File: config.mk
export PLATFORM = sky130hd
export DESIGN_NAME = dual_rail_por_seq
export DESIGN_NICKNAME = d
export VERILOG_FILES = /design/src/rtl/dual_rail_por_pkg.sv /design/src/rtl/dual_rail_por_timer.sv /design/src/rtl/dual_rail_por_dp.sv /design/src/rtl/dual_rail_por_ctrl.sv /design/src/rtl/dual_rail_por_seq.sv
export SDC_FILE = /design/constraint.sdc
export NUM_CORES = 1
export LEC_CHECK = 0
export BUFFER_PORTS_ARGS = -buffer_cell sky130_fd_sc_hd__clkbuf_2
export CORE_MARGIN = 2
export CORE_UTILIZATION = 30
export CTS_CLUSTER_DIAMETER = 40
export DETAILED_ROUTE_END_ITERATION = 7
export GPL_TIMING_DRIVEN = 0
export PLACE_DENSITY_LB_ADDON = 0.08
export SLEW_MARGIN = 25
export SYNTH_ARGS = -nofsm -noshare
export SYNTH_HDL_FRONTEND = slang
export SYNTH_HIERARCHICAL = 1
export SYNTH_SLANG_ARGS = --single-unit
export TNS_END_PERCENT = 30
File: constraint.sdc
create_clock -name clk -period 2.65 [get_ports clk]
set_input_delay 0.1325 -clock clk [delete_from_list [all_inputs] [get_ports clk]]
set_output_delay 0.1325 -clock clk [all_outputs]
set_load 0.005 [all_outputs]
File: src/rtl/dual_rail_por_pkg.sv
package dual_rail_por_pkg;
  localparam int NUM_RAILS = 2;
  localparam int RAIL_STBY = 0;
  localparam int RAIL_MAIN = 1;

  // Strobes from control to the stretch-timer datapath: a rail's timer
  // counts while its enable is high and is cleared while it is low.
  typedef struct packed {
    logic mainEn;
    logic stbyEn;
  } seqStrobes_t;
endpackage

File: src/rtl/dual_rail_por_timer.sv
module dual_rail_por_timer #(
  parameter int unsigned STRETCH_TICKS = 9000000
) (
  input  logic clk,
  input  logic rstN,
  input  logic en,
  output logic done
);
  localparam int CW = $clog2(STRETCH_TICKS + 1);
  localparam logic [CW-1:0] LAST = CW'(STRETCH_TICKS - 1);

  logic [CW-1:0] cnt;

  always_ff @(posedge clk or negedge rstN) begin
    if (!rstN) begin
      cnt  <= '0;
      done <= 1'b0;
    end else if (!en) begin
      cnt  <= '0;
      done <= 1'b0;
    end else if (!done) begin
      cnt <= cnt + 1'b1;
      if (cnt == LAST) done <= 1'b1;
    end
  end
endmodule

File: src/rtl/dual_rail_por_dp.sv
module dual_rail_por_dp
  import dual_rail_por_pkg::*;
#(
  parameter int unsigned STRETCH_TICKS = 9000000
) (
  input  logic        clk,
  input  logic        rstN,
  input  seqStrobes_t strobes,
  output logic        stbyDone,
  output logic        mainDone
);
  logic [NUM_RAILS-1:0] enVec;
  logic [NUM_RAILS-1:0] doneVec;

  assign enVec[RAIL_STBY] = strobes.stbyEn;
  assign enVec[RAIL_MAIN] = strobes.mainEn;

  for (genvar g = 0; g < NUM_RAILS; g++) begin : gRail
    dual_rail_por_timer #(.STRETCH_TICKS(STRETCH_TICKS)) timerI (
      .clk  (clk),
      .rstN (rstN),
      .en   (enVec[g]),
      .done (doneVec[g])
    );
  end

  assign stbyDone = doneVec[RAIL_STBY];
  assign mainDone = doneVec[RAIL_MAIN];
endmodule

File: src/rtl/dual_rail_por_ctrl.sv
module dual_rail_por_ctrl
  import dual_rail_por_pkg::*;
(
  input  logic        clk,
  input  logic        rstN,
  input  logic        stbyGood,
  input  logic        mainGood,
  input  logic        mainPinIn,
  input  logic        stbyDone,
  input  logic        mainDone,
  output seqStrobes_t strobes,
  output logic        stbyRstOe,
  output logic        mainRstOe,
  output logic        extRstReq
);
  logic mainPrev;
  logic chainReg;
  logic chainNow;
  logic stbyReleased;

  // The sequencing choice is made in the cycle the main rail rises and
  // is then held for as long as the main rail stays good.
  assign chainNow     = mainPrev ? chainReg : stbyGood;
  assign stbyReleased = stbyGood && stbyDone;

  always_comb begin
    strobes        = '0;
    strobes.stbyEn = stbyGood;
    strobes.mainEn = mainGood && (!chainNow || stbyReleased);
  end

  assign stbyRstOe = !stbyReleased;
  assign mainRstOe = !(strobes.mainEn && mainDone);

  always_ff @(posedge clk or negedge rstN) begin
    if (!rstN) begin
      mainPrev  <= 1'b0;
      chainReg  <= 1'b0;
      extRstReq <= 1'b0;
    end else begin
      mainPrev  <= mainGood;
      chainReg  <= mainGood ? chainNow : 1'b0;
      // The pad is read only while the block itself leaves it released.
      extRstReq <= !mainRstOe && !mainPinIn;
    end
  end
endmodule

File: src/rtl/dual_rail_por_seq.sv
module dual_rail_por_seq
  import dual_rail_por_pkg::*;
#(
  parameter int unsigned STRETCH_TICKS = 9000000
) (
  input  logic clk,
  input  logic rstN,
  input  logic stbyGood,
  input  logic mainGood,
  input  logic mainPinIn,
  output logic stbyRstOe,
  output logic mainRstOe,
  output logic extRstReq
);
  seqStrobes_t strobes;
  logic        stbyDone;
  logic        mainDone;

  dual_rail_por_ctrl ctrlI (
    .clk       (clk),
    .rstN      (rstN),
    .stbyGood  (stbyGood),
    .mainGood  (mainGood),
    .mainPinIn (mainPinIn),
    .stbyDone  (stbyDone),
    .mainDone  (mainDone),
    .strobes   (strobes),
    .stbyRstOe (stbyRstOe),
    .mainRstOe (mainRstOe),
    .extRstReq (extRstReq)
  );

  dual_rail_por_dp #(.STRETCH_TICKS(STRETCH_TICKS)) dpI (
    .clk      (clk),
    .rstN     (rstN),
    .strobes  (strobes),
    .stbyDone (stbyDone),
    .mainDone (mainDone)
  );
endmodule

Yosys cells after proc, flatten, opt, wreduce, memory -nomap -nowiden. Cells that the tools add are included.

Output and inout port bits: 3. Bits of input ports: 5. Bits in registers: 53. RAM bits: 0. Bits in latches: 0. Bits in read-only memories: 0. Memories kept: 0.

Bitwise logic cells: 0. Shifts and indexed selects: 0. Order comparisons: 0. Reduce and logical (&&, ||, !) cells: 9. Muxes and demuxes: 12. Multipliers: 0. Div/mod/pow operators: 0. Equal/unequal tests: 4. $add $sub $neg: 2.

Operators with widths (number): $mux 24 (4); $add 24x1->24 const B (2); $eq 24x24->1 const B (2); $mux 1 (8); $logic_and 1x1->1 (4); $logic_not 1->1 (4); $ne 2x2->1 const B (2); $logic_or 1x1->1 (1).

Depth between registers and ports, before layout.
Depth after elaboration: 6. Mapped depth: 7. Gate-level depth less buffers: 6.

By module. Netlist, hierarchy kept.

Modules (own cells, without submodules): dual_rail_por_timer (times used 2, area an instance 1350.0 µm², cells an instance 146); dual_rail_por_ctrl (times used 1, area an instance 141.4 µm², cells an instance 11).

Worst setup path after synthesis. OpenSTA, ideal clock, no wires.

Kind: reg-to-reg. Start point: register ctrlI.mainPrev. End point: register dpI.gRail[1].timerI.cnt[15]. Path slack: 0.439 ns. Data required time: 2.569 ns. Period minus slack after synthesis: 2.211 ns. Cell stages (with the launch flop): 8. Arrival time: 2.130 ns. Buffers on the path: 1. Cells stage by stage: dfrtp_1 > mux2_4 > a21boi_0 > and2_1 > buf_2 > or3_1 > or4_1 > a21oi_1.

RTL lines: start, declared (line dual_rail_por_ctrl.sv:16) `logic mainPrev;`; start signal, assigned (line dual_rail_por_ctrl.sv:41) `mainPrev <= mainGood;`; end signal, assigned (line dual_rail_por_timer.sv:22) `cnt <= cnt + 1'b1;`; end, declared (line dual_rail_por_timer.sv:12) `logic [CW-1:0] cnt;`.

==> results.sh <==
export IMPL_setup_viol_count_final=0
export IMPL_worstHoldStart="stbyGood"
export IMPL_synthTopCellsByArea="sky130_fd_sc_hd__dfrtp_1 47%, sky130_fd_sc_hd__mux2i_1 4.2%, sky130_fd_sc_hd__nand2_1 4.2%"
export IMPL_ys_flop_type="sky130_fd_sc_hd__dfrtp_1"
export IMPL_critical_path_slowest_cell="sky130_fd_sc_hd__or4_1"
export IMPL_grt_total_usage_pct=14.0
export IMPL_timing_worst_setup_path_type="register to register"
export IMPL_synth_top_cell_area_share_pct=46.7
export IMPL_timing_final_ws_setup_ns=0.298
export IMPL_clock_insertion_delay_worst_skew_ns=0.31
export IMPL_synthTopCellsByCount="53 x sky130_fd_sc_hd__dfrtp_1, 32 x sky130_fd_sc_hd__nand2_1, 26 x sky130_fd_sc_hd__nor2_1, 18 x sky130_fd_sc_hd__nand3_1"
export IMPL_finClkSkew_ns=0.0127
export IMPL_clock_tree_buf_depth=2
export IMPL_dpl_cell_count=422
export IMPL_viasPerCell=5.20
export IMPL_synth_edff_count=0
export IMPL_ys_ff_latch=53
export IMPL_place_congestion=0.751
export IMPL_cp_num_buf_inv=1
export IMPL_cts_buffers_inserted=5
export IMPL_die_width_microns=101
export IMPL_maximum_fanout_along_the_worst_path=10
export IMPL_dpl_hpwl_mm=4.64
export IMPL_power_per_cell_area_mw_per_mm2=433
export IMPL_period_share_pct=88.8
export IMPL_synth_yosys_warnings=6
export IMPL_r2r_start="ctrlI/mainPrev"
export IMPL_postSynth_asyncResetShare_pct=100
export IMPL_dieHeight_microns=101
export IMPL_number_of_diodes_added_for_antenna_fixing=0
export IMPL_nFillCells=977
export IMPL_yosysMostFrequentCell="sky130_fd_sc_hd__dfrtp_1"
export IMPL_drive_gt1_share_pct=9.94
export IMPL_cts_num_sinks=53
export IMPL_htree_num_levels=2
export IMPL_num_nets_final=328
export IMPL_endpoint_kind="register"
export IMPL_max_cap_violations=0
export IMPL_post_synth_instance_area_sq_mm=0.00284
export IMPL_initial_core_util_pct=30.9
export IMPL_slew_headroom_pct=54.4
export IMPL_finalWirelength_mm=6.40
export IMPL_pin_count_of_the_biggest_net_entering_global_routing=42
export IMPL_avgSynthCellArea_sq_um=9.38
export IMPL_total_power_mw=1.37
export IMPL_slew_violations=0
export IMPL_wire_length_of_the_first_global_routing_pass_mm=11.4
export IMPL_path_cells="mux2_4 > a21boi_1 > and2_1 > buf_2 > or3_1 > or4_1 > a21oi_1"
export IMPL_final_cell_count_no_fill=433
export IMPL_cts_tree="done"
export IMPL_reg2regPathDepth=7
export IMPL_fp_row_count=35
export IMPL_antenna_violations_before_repair=0
export IMPL_post_synthesis_net_count=310
export IMPL_post_cts_setup_buffer_count=0
export IMPL_post_route_drc_violation_count=0
export IMPL_reported_leakage_power_nw=1.27
export IMPL_final_setup_tns_ns=0
export IMPL_crit_reg2reg_capture="dpI/gRail[1].timerI/cnt[15]"
export IMPL_route_antenna_remaining_nets=0
export IMPL_detail_route_first_pass_iterations=4
export IMPL_run_status="finished clean"
export IMPL_port_buffers=7
export IMPL_setup_worst_path_start_class="register"
export IMPL_hold_violations=0
export IMPL_tightest_slew_ns=0.678
export IMPL_first_global_vias=2256
export IMPL_critical_path_required_ns=2.89
export IMPL_post_drt_wl_per_cell_microns=14.8
export IMPL_clock_root_buffer="sky130_fd_sc_hd__clkbuf_8"
export IMPL_synth_top_cell_by_area="sky130_fd_sc_hd__dfrtp_1"
export IMPL_postSynthCellCount=303
export IMPL_rsz0062_at_grt="no"
export IMPL_cpLargestDelayFamily="simple AND/OR/NAND/NOR gates"
export IMPL_die_area_sq_mm=0.0103
export IMPL_pre_cts_ws_ns=0.168
export IMPL_reg2reg_setup_slack_ns=0.30
export IMPL_num_io_pins=8
export IMPL_min_delay_path_class="primary input to register"
export IMPL_design_core_area_sq_mm=0.00920
export IMPL_hold_path_end="ctrlI/extRstReq"
export IMPL_critPathMaxStageDelay_ns=0.52
export IMPL_fmax_mhz=425
export IMPL_detailedRoute_firstIterationViolations=41
export IMPL_period_needed_ns=2.35
export IMPL_power_ir_vdd_worst_mv=0.206
export IMPL_worst_endpoint_arrival_ns=2.59
export IMPL_grt_overflow=0
export IMPL_clkSlewWorstSetupHoldPaths_ns=0.10
export IMPL_detailroute_via_count=2253
export IMPL_synth_seq_area_share_pct=46.7
export IMPL_hold_path_depth=3
export IMPL_area_growth_pct=11.3
export IMPL_synthDistinctLibCells=38
[placed cells by master, fill, tap and decap left out, drive strengths merged, types with 10 or more instances in the layout]
cell type	n
nand4	16
nand2b	10
or3	14
nor2	26
xnor2	12
nor4	10
mux2i	12
o21ai	10
clkbuf	19
a21oi	14
or4	10
nand2	32
dfrtp	53
nand3	18
[worst min-delay path, delay by kind of cell]
kind            cells  cell delay [ns]
simple gates        1             0.13
buf+inv             1             0.10
compound gates      1             0.08
[cells by family (layout without fill, tap and decap cells)]
logic type      Yosys count  after routing  synth area share [%]
simple gates            163            163                  31.4
flops                    53             53                  46.7
compound gates           35             35                  7.35
xor+xnor                 20             20                  6.16
buf+inv                  17             36                  2.73
mux                      13             13                  4.76
fa+ha+maj                 2              2                 0.881
[power breakdown]
part | leakage, nW | internal [mW] | switching (mW)
Sequential | 0.734 | 0.816 | 0.00815
Clock | 0.0374 | 0.187 | 0.281
Combinational | 0.501 | 0.0263 | 0.0499
Total | 1.27 | 1.03 | 0.339
[per-stage QoR]
step / hold WS, ns / instance area [sq um] / util [%]
after global routing: 0.175 / 3160 / 34.4
final: 0.164 / 3160 / 34.4
after CTS: 0.155 / 3160 / 34.4
after floorplan: -0.163 / 2840 / -
after global placement: 0.281 / 3020 / 32.8
after detailed placement: 0.0364 / 3050 / 33.1
[cell type report]
| type | instances | area, sq um | share of cell area [%] |
|---|---|---|---|
| timing repair buffer | 11 | 95.1 | 3.01 |
| sequential | 53 | 1330 | 41.9 |
| multi-input combinational | 233 | 1440 | 45.5 |
| tap | 111 | 139 | 4.39 |
| clock inverter | 2 | 15.0 | 0.475 |
| inverter | 4 | 15.0 | 0.475 |
| buffer | 13 | 62.6 | 1.98 |
| clock buffer | 6 | 72.6 | 2.29 |
[per-layer routing]
| metal | vias up | wire, microns | track usage, % |
|---|---|---|---|
| met2 | 19 | 3230 | 24.3 |
| met5 | - | 0 | 0 |
| met3 | 4 | 132 | 2.48 |
| li1 | 1128 | - | - |
| met4 | 0 | 50 | 3.74 |
| met1 | 1102 | 2990 | 17.9 |
[how the worst max path moves through the flow]
stage,end,slack (ns),startpoint,cells past startpoint
floorplan,dpI/gRail[1].timerI/cnt[15],0.44,ctrlI/mainPrev,7
global placement,dpI/gRail[1].timerI/cnt[15],0.19,ctrlI/mainPrev,7
detailed placement,dpI/gRail[1].timerI/cnt[15],0.17,ctrlI/mainPrev,7
CTS,dpI/gRail[1].timerI/cnt[15],0.13,ctrlI/mainPrev,7
global route,dpI/gRail[1].timerI/cnt[15],0.13,ctrlI/mainPrev,7
finish,dpI/gRail[1].timerI/cnt[15],0.30,ctrlI/mainPrev,7
[what timing repair did]
item                                   CTS  global route
hold buffers                             3             0
gates resized for setup                  0             1
endpoints found under the hold margin   55             0
setup endpoints to repair                0             8
[state kept, by name, summed over array words and instances, names as in the netlist]
| name | cells |
|---|---|
| ctrlI/chainReg | 1 |
| ctrlI/extRstReq | 1 |
| ctrlI/mainPrev | 1 |
| dpI/gRail.timerI/cnt | 48 |
| dpI/gRail.timerI/done | 2 |
Note: power is estimated with default switching activity, not from simulation.
